`config.mk`:
```
export PLATFORM = sky130hd
export DESIGN_NAME = trap_ctl
export DESIGN_NICKNAME = d
export VERILOG_FILES = /design/src/rtl/trap_pkg.sv /design/src/rtl/trap_arb.sv /design/src/rtl/trap_vec.sv /design/src/rtl/trap_regs.sv /design/src/rtl/trap_ctl.sv
export SDC_FILE = /design/constraint.sdc
export NUM_CORES = 1
export LEC_CHECK = 0
export BUFFER_PORTS_ARGS = -buffer_cell sky130_fd_sc_hd__buf_2
export CORE_UTILIZATION = 35
export DETAILED_ROUTE_END_ITERATION = 8
export SLEW_MARGIN = 40
export SYNTH_ARGS = -nofsm -noshare
export SYNTH_HDL_FRONTEND = slang
export SYNTH_SLANG_ARGS = --single-unit
export TNS_END_PERCENT = 20
```
`constraint.sdc`:
```
create_clock -name clk -period 5.4 [get_ports clk]
set_clock_uncertainty 0.1 [all_clocks]
set_input_delay 1.08 -clock clk [delete_from_list [all_inputs] [get_ports clk]]
set_output_delay 1.08 -clock clk [all_outputs]
set_load 0.01 [all_outputs]
```
`src/rtl/trap_pkg.sv`:
```
package trap_pkg;
   typedef enum logic [1:0] {
      SEL_MSR  = 2'd0,
      SEL_SAV0 = 2'd1,
      SEL_SAV1 = 2'd2,
      SEL_NONE = 2'd3
   } reg_sel_e;

   localparam int VEC_SHIFT = 8;
endpackage

```
`src/rtl/trap_arb.sv`:
```
module trap_arb #(
   parameter int N_SYNC      = 2,
   parameter int CAUSE_W     = 4,
   parameter int RESET_CAUSE = 1,
   parameter int EXT_CAUSE   = 5
) (
   input  logic                        reset_req,
   input  logic [N_SYNC-1:0]           sync_req,
   input  logic [N_SYNC*CAUSE_W-1:0]   sync_cause,
   input  logic                        ext_irq,
   input  logic                        ext_en,
   output logic                        hit,
   output logic [CAUSE_W-1:0]          cause
);
   logic [N_SYNC:0]   seen;
   logic [N_SYNC-1:0] win;
   logic              any_sync;

   assign seen[0] = 1'b0;
   for (genvar g = 0; g < N_SYNC; g++) begin : g_slot
      assign win[g]    = sync_req[g] & ~seen[g];
      assign seen[g+1] = seen[g] | sync_req[g];
   end
   assign any_sync = seen[N_SYNC];

   always_comb begin
      logic [CAUSE_W-1:0] sc;
      sc = '0;
      for (int i = 0; i < N_SYNC; i++)
         if (win[i]) sc = sc | sync_cause[i*CAUSE_W +: CAUSE_W];
      if (reset_req)           cause = CAUSE_W'(RESET_CAUSE);
      else if (any_sync)       cause = sc;
      else                     cause = CAUSE_W'(EXT_CAUSE);
   end

   assign hit = reset_req | any_sync | (ext_irq & ext_en);
endmodule

```
`src/rtl/trap_vec.sv`:
```
module trap_vec #(
   parameter int              XLEN     = 32,
   parameter int              CAUSE_W  = 4,
   parameter logic [XLEN-1:0] VEC_BASE = '0
) (
   input  logic [CAUSE_W-1:0] cause,
   output logic [XLEN-1:0]    vec
);
   import trap_pkg::*;
   localparam int              SPAN     = CAUSE_W + VEC_SHIFT;
   localparam logic [XLEN-1:0] LOW_MASK = (XLEN'(1) << SPAN) - XLEN'(1);
   localparam bit              ALIGNED  = (VEC_BASE & LOW_MASK) == '0;

   logic [XLEN-1:0] offs;
   assign offs = XLEN'(cause) << VEC_SHIFT;

   if (ALIGNED) begin : g_or
      assign vec = VEC_BASE | offs;
   end else begin : g_add
      assign vec = VEC_BASE + offs;
   end
endmodule

```
`src/rtl/trap_regs.sv`:
```
module trap_regs #(
   parameter int              XLEN     = 32,
   parameter int              EE_BIT   = 16,
   parameter logic [XLEN-1:0] CLR_MASK = '0,
   parameter logic [XLEN-1:0] MSR_RST  = '0
) (
   input  logic                  clk,
   input  logic                  rst_n,
   input  logic                  take,
   input  logic                  ret,
   input  logic [XLEN-1:0]       pc_next,
   input  logic [XLEN-1:0]       vec,
   input  logic                  reg_wr,
   input  trap_pkg::reg_sel_e    reg_sel,
   input  logic [XLEN-1:0]       reg_wdata,
   output logic [XLEN-1:0]       msr,
   output logic [XLEN-1:0]       sav0,
   output logic [XLEN-1:0]       sav1,
   output logic                  redirect,
   output logic [XLEN-1:0]       target_pc
);
   import trap_pkg::*;
   localparam logic [XLEN-1:0] CLR_ALL = CLR_MASK | (XLEN'(1) << EE_BIT);

   always_ff @(posedge clk or negedge rst_n) begin
      if (!rst_n) begin
         msr       <= MSR_RST;
         sav0      <= '0;
         sav1      <= '0;
         redirect  <= 1'b0;
         target_pc <= '0;
      end else begin
         redirect <= take | ret;
         if (take) begin
            sav0      <= pc_next;
            sav1      <= msr;
            msr       <= msr & ~CLR_ALL;
            target_pc <= vec;
         end else if (ret) begin
            msr       <= sav1;
            target_pc <= sav0;
         end else if (reg_wr) begin
            case (reg_sel)
               SEL_MSR:  msr  <= reg_wdata;
               SEL_SAV0: sav0 <= reg_wdata;
               SEL_SAV1: sav1 <= reg_wdata;
               default:  ;
            endcase
         end
      end
   end
endmodule

```
`src/rtl/trap_ctl.sv`:
```
module trap_ctl #(
   parameter int              XLEN        = 32,
   parameter int              EE_BIT      = 16,
   parameter int              N_SYNC      = 2,
   parameter int              CAUSE_W     = 4,
   parameter int              RESET_CAUSE = 1,
   parameter int              EXT_CAUSE   = 5,
   parameter logic [XLEN-1:0] VEC_BASE    = '0,
   parameter logic [XLEN-1:0] CLR_MASK    = '0,
   parameter logic [XLEN-1:0] MSR_RST     = '0
) (
   input  logic                      clk,
   input  logic                      rst_n,
   input  logic [XLEN-1:0]           pc_next,
   input  logic                      boundary,
   input  logic                      ext_irq,
   input  logic                      reset_req,
   input  logic [N_SYNC-1:0]         sync_req,
   input  logic [N_SYNC*CAUSE_W-1:0] sync_cause,
   input  logic                      rfi,
   input  logic                      reg_wr,
   input  logic [1:0]                reg_sel,
   input  logic [XLEN-1:0]           reg_wdata,
   output logic [XLEN-1:0]           reg_rdata,
   output logic [XLEN-1:0]           msr,
   output logic                      redirect,
   output logic [XLEN-1:0]           target_pc
);
   import trap_pkg::*;

   if (EE_BIT >= XLEN) begin : g_bad_ee
      $error("EE_BIT outside status word");
   end
   if (CAUSE_W + VEC_SHIFT > XLEN) begin : g_bad_cw
      $error("cause field too wide for XLEN");
   end
   if (N_SYNC < 1) begin : g_bad_ns
      $error("N_SYNC must be at least 1");
   end
   if (RESET_CAUSE >= (1 << CAUSE_W) || EXT_CAUSE >= (1 << CAUSE_W)) begin : g_bad_cc
      $error("fixed cause code does not fit CAUSE_W");
   end

   logic               hit, take, ret;
   logic [CAUSE_W-1:0] cause;
   logic [XLEN-1:0]    vec, sav0, sav1;
   reg_sel_e           sel;

   assign sel = reg_sel_e'(reg_sel);

   trap_arb #(
      .N_SYNC(N_SYNC), .CAUSE_W(CAUSE_W),
      .RESET_CAUSE(RESET_CAUSE), .EXT_CAUSE(EXT_CAUSE)
   ) u_arb (
      .reset_req(reset_req), .sync_req(sync_req), .sync_cause(sync_cause),
      .ext_irq(ext_irq), .ext_en(msr[EE_BIT]), .hit(hit), .cause(cause)
   );

   trap_vec #(.XLEN(XLEN), .CAUSE_W(CAUSE_W), .VEC_BASE(VEC_BASE)) u_vec (
      .cause(cause), .vec(vec)
   );

   assign take = boundary & hit;
   assign ret  = rfi & ~take;

   trap_regs #(
      .XLEN(XLEN), .EE_BIT(EE_BIT), .CLR_MASK(CLR_MASK), .MSR_RST(MSR_RST)
   ) u_regs (
      .clk(clk), .rst_n(rst_n), .take(take), .ret(ret), .pc_next(pc_next),
      .vec(vec), .reg_wr(reg_wr), .reg_sel(sel), .reg_wdata(reg_wdata),
      .msr(msr), .sav0(sav0), .sav1(sav1), .redirect(redirect),
      .target_pc(target_pc)
   );

   always_comb begin
      case (sel)
         SEL_MSR:  reg_rdata = msr;
         SEL_SAV0: reg_rdata = sav0;
         SEL_SAV1: reg_rdata = sav1;
         default:  reg_rdata = '0;
      endcase
   end
endmodule

```
### Word level (Yosys, flattened, before mapping)

Cells that the tools add are included.

| operators by class | value |
|---|---|
| equality and inequality tests | 3 |
| shifts and indexed selects | 0 |
| div/mod/pow operators | 0 |
| multiply operators | 0 |
| bitwise logic cells | 11 |
| add/subtract/negate cells | 0 |
| multiplexer cells | 19 |
| reduce and logical (&&, ||, !) cells | 13 |
| $lt $le $gt $ge | 0 |

Operators with widths:

| kind | number |
|---|---|
| 32-bit two-way mux | 13 |
| 32-bit one-hot mux with 3 select lines | 1 |
| 17-bit two-way mux | 1 |
| 4-bit two-way mux | 4 |
| 2-bit nonzero test | 6 |
| 3-bit AND reduction | 3 |
| 3-bit nonzero test | 2 |
| 1-bit AND | 4 |
| 1-bit bitwise OR | 4 |
| 4-bit bitwise OR | 1 |
| 2-bit by 1-bit == test with 1-bit output, second input constant | 1 |
| 2-bit == test, second input constant | 1 |
| 2-bit logical NOT | 1 |
| 2-bit inequality test, second input constant | 1 |
| 1-bit NOT | 2 |
| 2-bit AND reduction | 1 |

| word-level totals | value |
|---|---|
| flip-flop bits (word level) | 129 |
| output and inout bits | 97 |
| memory bits (writable) | 0 |
| logic and storage cells | 52 |
| bits of input ports | 83 |
| memories | 0 |
| ROM bits | 0 |
| latch bits | 0 |

### Depth between registers and ports, before layout

Gate-level depths: netlist of the first run.

| logic depth | value |
|---|---|
| word-level depth | 8 |
| depth in mapped cells | 7 |
| depth with buffers taken out | 3 |

### Cells and area by module

A second synthesis of the first run with hierarchy kept.

| unflattened totals | value |
|---|---|
| cells, all modules | 589 |
| area total of the unflattened synthesis | 7,343.3 µm² |

Modules (own cells, without submodules):

| module | cells each | area each (µm²) | seq. area each (µm²) | times used |
|---|---|---|---|---|
| trap_regs | 466 | 6,217.2 | 3,228.1 | 1 |
| trap_ctl | 79 | 799.5 | 0.0 | 1 |
| trap_vec | 33 | 244.0 | 0.0 | 1 |
| trap_arb | 11 | 82.6 | 0.0 | 1 |

### Worst setup path after synthesis of the first run

OpenSTA, ideal clock, no wires.

| path | value |
|---|---|
| kind | input-to-output |
| from | in reg_sel[1] |
| to | out reg_rdata[0] |
| data required time | 4,220 ps |
| stages | 6 |
| buffers on the path | 3 |
| arrival time | 2,021 ps |
| setup slack | 2,199 ps |
| path through | buf_2 > nor2b_1 > clkbuf_1 > clkbuf_1 > nand2_1 > o21ai_0 |

| between the ends | value |
|---|---|
| cells in the longest elaborated chain, start to end | 2 |
| elaborated cells on any way between the ends | 4 |
| those cells by class | eq/ne: 2; mux: 1; reduce/logical: 1 |

RTL lines:

| element | line | source |
|---|---|---|
| start: declaration | trap_ctl.sv:22 | `input logic [1:0] reg_sel,` |
| 2-bit == test, or another cell as far along | trap_ctl.sv:76 | `case (sel)` |
| 32-bit one-hot mux with 3 select lines (*) | trap_ctl.sv:76 |  |
| end: declaration | trap_ctl.sv:24 | `output logic [XLEN-1:0] reg_rdata,` |

Every way passes the cells marked *; elsewhere a longest branch is shown, timed or not.

### Worst setup path in the final report of the first run

| path | value |
|---|---|
| from | in reg_sel[0] |
| to | out reg_rdata[31] |

The elaborated chain is that of the path after synthesis.

==> results.toml, run 1 <==
[status]
outcome = "complete, no violations"

[floorplanning]
die_height_um = 141
start_util = 0.359
dieArea_mm2 = 0.0198
io_pins = 180
num_rows = 50
die_x_um = 141
core_area_mm2 = 0.0188

[timing]
tns_ns = 0
fin_crit_sh = 0.662
tightestPinTransition_ns = 0.843
relSlewSlack = 0.438
hold_slack_ns = 0.419
min_period_ns = 3.58
grt_setup_unrepaired = "false"
setup-violations-final = 0
max_freq_mhz = 280
slew_viol_final = 0
hold_viol_final = 0
fin_ws_ns = 1.82

[finish]
drive_above_1_share = 0.313
syn_to_final_growth_pct = 24.2
final_nets = 871
fin_util = 0.446
final_cell_mix = "178 x buf_2, 130 x mux2i_1, 129 x dfrtp_1"
multi_input_area_mm2 = 0.00318
final_common_cell = "buf_2"
seqCellArea_mm2 = 0.00323
nFillCells = 1822

[power_and_ir_drop]
netSwitchingPower_uw = 933
p_per_area_mw_per_mm2 = 373
sw_frac_of_total = 0.299
power_frac_clock = 0.389
seq_power_share = 0.407
internal-power_mw = 2.19
power.leakage_nw = 3.85
comb_power_share = 0.204
vdd_drop_max_mv = 0.209
total_power_mw = 3.12

[setup_path]
arrival_ns = 2.40
cp-start-kind = "input pin"
crit_chain = "buf_2, buf_4, mux2i_1, o21ai_0, buf_2"
cp_num_buf_inv = 3
required_ns = 4.22
crit_type = "input pin to primary output"
path_max_fanout = 37
cpMostUsedCell = "buf_2"
critPathTopFamily = "buffers and inverters"
worstSetupEndpointType = "primary output"
critPathMaxStageDelay_ns = 0.57
cp_slowest_cell = "buf_4"

[place]
portBuffers = 179
hpwl_um = 12800
place_congestion = 0.760
pre_cts_slack_ns = 1.79

[yosys]
syn_area_mm2 = 0.00674
synth_warnings = 0
ys_ff_latch = 129
syn_avg_cell_area_um2 = 10.6
syn-num-nets = 722
yosysSeqAreaShare = 0.479
ys_types = 41
postSynthCellCount = 639

[global_route]
grt_max_degree = 102
met3_usage = 0.0360
grt_usage = 0.214
antenna_found_initial = 2
grt_first_pass_wirelength_um = 32300
gr-usage-met1 = 0.290
grt_pass1_vias = 5644
grt_overflow_total = 0
grt-busiest-layer = "met2"
grtUsageMet2 = 0.345

[clocking]
cts_hold_buf = 0
root_buffer = "clkbuf_16"
clk_latency_ns = 0.42
cts_buffers = 17
cts.sinks = 129
h-tree-depth = 4
cts_resized = 0
cts_tree = "done"
cts_setup_buffers = 0
cts.clk_slew.worst_paths_ns = 0.06
cts_buffer_depth = 2

[route]
vias_per_cell = 5.49
drtIter0Drc = 404
drt-total-wl_um = 20900
dr.pass1.iters = 5
wl_per_cell_um = 20.2
vias = 5692
ant_nets = 0
drcViolationCount = 0

[hold_path]
worstHoldPathType = "register to register"

[flow_run]
drv_cap = 0
synth_stat cells (all sizes together):
library cell | count | share of area
mux2i | 130 | 0.19
dfrtp | 129 | 0.48
o21ai | 89 | 0.072
nand3 | 57 | 0.042
buf | 47 | 0.046
nand2 | 43 | 0.024
o22ai | 30 | 0.028
nor2 | 29 | 0.016
a2bb2oi | 23 | 0.032
clkbuf | 15 | 0.0083
a22oi | 8 | 0.0089
o2bb2ai | 8 | 0.010
mux2 | 4 | 0.0067
a21oi | 3 | 0.0022
nand2b | 3 | 0.0028
nand3b | 2 | 0.0022
nor3b | 2 | 0.0030
o211ai | 2 | 0.0022
a2111o | 1 | 0.0017
a2111oi | 1 | 0.0022
a211o | 1 | 0.0013
a211oi | 1 | 0.0019
and2 | 1 | 0.0013
and4bb | 1 | 0.0019
clkinv | 1 | 0.00056
inv | 1 | 0.00056
nor2b | 1 | 0.00093
nor4b | 1 | 0.0022
nor4bb | 1 | 0.0015
o2bb2a | 1 | 0.0015
or2 | 1 | 0.00093
or3b | 1 | 0.0013
or4b | 1 | 0.0015
area by class of cell:
| cell class | count | share of cell area |
|---|---|---|
| Sequential cell | 129 | 0.385 |
| Multi-Input combinational cell | 446 | 0.380 |
| Timing Repair Buffer | 192 | 0.125 |
| Clock buffer | 23 | 0.0583 |
| Tap cell | 234 | 0.0350 |
| Clock inverter | 9 | 0.0154 |
| Inverter | 2 | 0.00105 |
| Antenna cell | 2 | 0.000598 |
per-stage QoR:
step	instance area, um2	instances
final	8370	1037
after global routing	8370	1037
after CTS	8310	1033
after detailed placement	7690	1001
after global placement	7680	1001
after floorplan	6740	639
power by group through the flow:
| stage | sequential (mW) | combinational, mW | clock, mW |
|---|---|---|---|
| 6_report | 1.27 | 0.637 | 1.21 |
| 2_1_floorplan | 1.27 | 0.369 | 0 |
| 4_1_cts | 1.27 | 0.638 | 1.22 |
| 3_5_place_dp | 1.28 | 0.638 | 0 |
| 5_1_grt | 1.29 | 0.702 | 1.27 |
| 3_3_place_gp | 1.28 | 0.625 | 0 |
worst reg2reg max path: stages, from the launching register on:
cell and delay [ns]:
dfrtp_1 0.51, a2111o_2 0.49, and2_4 0.71, buf_4 0.43, o21ai_1 0.13
layer usage:
layer  vias to the layer above  share of wire
met1                      2818           0.46
met4                         0          0.017
met2                       207           0.47
li1                       2644              -
met5                         -              0
met3                        23          0.048
cells by family after synthesis:
kind of cell / Yosys count / synth area share
AOI/OAI and AO/OA: 168 / 0.164
and+or+nand+nor: 144 / 0.102
DFF: 129 / 0.479
muxes: 134 / 0.200
buffers and inverters: 64 / 0.0551
registers in the layout, summed over array words and instances, names as in the netlist:
| name | count |
|---|---|
| u_regs.target_pc | 32 |
| u_regs.sav1 | 32 |
| u_regs.sav0 | 32 |
| u_regs.redirect | 1 |
| u_regs.msr | 32 |
final timing paths:
check / end / startpoint / slack, ns / cells after the start
min in group asynchronous: u_regs.target_pc[2] / rst_n / 0.44 / 1
worst min register to register: u_regs.target_pc[23] / u_regs.target_pc[23] / 0.42 / 2
worst max-delay path: reg_rdata[31] / reg_sel[0] / 1.82 / 5
worst min-delay path: u_regs.target_pc[23] / u_regs.target_pc[23] / 0.42 / 2
worst max register to register: u_regs.sav0[7] / u_regs.msr[16] / 2.90 / 4
max in group asynchronous: u_regs.sav0[18] / rst_n / 4.04 / 2
(Power assumes the default switching activity.)
==> run 2: changes to the inputs <==
==> constraint.sdc (replaced) <==
create_clock -name clk -period 3.7 [get_ports clk]
set_clock_uncertainty 0.1 [all_clocks]
set_input_delay 0.74 -clock clk [delete_from_list [all_inputs] [get_ports clk]]
set_output_delay 0.74 -clock clk [all_outputs]
set_load 0.01 [all_outputs]
==> run 2 against run 1 <==
Net effect:
- clock-buffer cell count grew 1
- global-route usage grew 0.43 points
- final cell count grew 1.4%
- design area grew 1.5%
- first-iteration DRC count shrank 20%
- combinational power grew 49%
==> results.toml, run 2 (same netlist as run 1, synthesis figures left out) <==
[status]
outcome = "complete, no violations"

[route]
wl_per_cell_um = 20.0
vias_per_cell = 5.51
vias = 5789
dr.pass1.iters = 5
ant_nets = 0
drt-total-wl_um = 21000
drcViolationCount = 0
drtIter0Drc = 323

[setup_path]
r2r_end = "u_regs.msr[7]"
reg2reg_from = "u_regs.msr[16]"
required_ns = 2.86
r2r_setup_slack_ns = 1.44
arrival_ns = 2.12
cp-start-kind = "input pin"
crit_type = "input pin to primary output"
worstSetupEndpointType = "primary output"
r2r.worst_path.cells = 4
path_max_fanout = 20

[timing]
relSlewSlack = 0.437
max_freq_mhz = 338
grt_setup_unrepaired = "false"
fin_ws_ns = 0.742
setup-violations-final = 0
min_period_ns = 2.96
slew_viol_final = 0
fin_crit_sh = 0.799
tightestPinTransition_ns = 0.842
tns_ns = 0
hold_viol_final = 0

[flow_run]
drv_cap = 0

[global_route]
antenna_found_initial = 3
grt_overflow_total = 0
grt_max_degree = 78
grt_pass1_vias = 5792
grt_first_pass_wirelength_um = 33200
grt_usage = 0.218

[power_and_ir_drop]
vdd_drop_max_mv = 0.330
p_per_area_mw_per_mm2 = 535
power.leakage_nw = 3.91
total_power_mw = 4.55

[floorplanning]
io_pins = 180
start_util = 0.359
num_rows = 50
dieArea_mm2 = 0.0198
core_area_mm2 = 0.0188
die_height_um = 141
die_x_um = 141

[clocking]
cts.clk_slew.worst_paths_ns = 0.06
clk_latency_ns = 0.42
cts_tree = "done"
cts_hold_buf = 0
cts.sinks = 129
cts_buffer_depth = 2
h-tree-depth = 4
root_buffer = "clkbuf_16"
cts_resized = 0
cts_buffers = 17
cts_setup_buffers = 0

[finish]
final_cells = 1051
final_common_cell = "buf_2"
drive_above_1_share = 0.321
final_nets = 885
final_cell_mix = "178 x buf_2, 130 x mux2i_1, 129 x dfrtp_1"
syn_to_final_growth_pct = 26.1

[place]
hpwl_um = 13800
pre_cts_slack_ns = 0.747
place_congestion = 0.793
portBuffers = 179
place_inst = 1015

[hold_path]
worstHoldPathType = "input pin to asynchronous set/reset pin"
## run 2: worst max-delay path, stage by stage
cell and delay [ns]:
buf_2 0.24, nor2b_4 0.57, buf_4 0.27, nand2_1 0.06, o21ai_0 0.07, buf_2 0.16
## run 2: cell type report
class,instances,area [um2]
Antenna cell,2,5.00
Clock buffer,24,492
Clock inverter,8,126
Fill cell,1828,10300
Inverter,2,7.51
Multi-Input combinational cell,446,3180
Sequential cell,129,3230
Tap cell,234,293
Timing Repair Buffer,206,1170
## run 2: how the worst max path moves through the flow
| stage | from | endpoint | slack (ns) | depth (start not counted) |
|---|---|---|---|---|
| 2_1_floorplan | reg_sel[1] | reg_rdata[0] | 1.18 | 6 |
| 3_5_place_dp | reg_sel[0] | reg_rdata[25] | 0.75 | 6 |
| 6_report | reg_sel[0] | reg_rdata[27] | 0.74 | 6 |
| 3_3_place_gp | reg_sel[0] | reg_rdata[26] | 0.78 | 6 |
| 4_1_cts | reg_sel[0] | reg_rdata[25] | 0.74 | 6 |
| 5_1_grt | reg_sel[0] | reg_rdata[26] | 0.62 | 6 |
## run 2: power breakdown
part | total, mW | switching, mW | internal (mW)
Combinational | 0.948 | 0.507 | 0.441
Sequential | 1.85 | 0.215 | 1.63
Clock | 1.75 | 0.619 | 1.13
## run 2: metrics by stage
step	instance area (um2)	hold WS (ns)	util
2_1_floorplan	6740	0.344	-
3_3_place_gp	7780	0.400	0.415
3_5_place_dp	7820	0.409	0.417
4_1_cts	8440	0.287	0.450
5_1_grt	8500	0.107	0.453
6_report	8500	0.0979	0.453
## run 2: routing by layer
layer / vias up / part of all wire / GRT usage
met5: - / 0.00057 / 0
met4: 2 / 0.019 / 0.0772
met3: 28 / 0.058 / 0.0391
met2: 220 / 0.48 / 0.353
met1: 2856 / 0.45 / 0.294
li1: 2683 / - / -
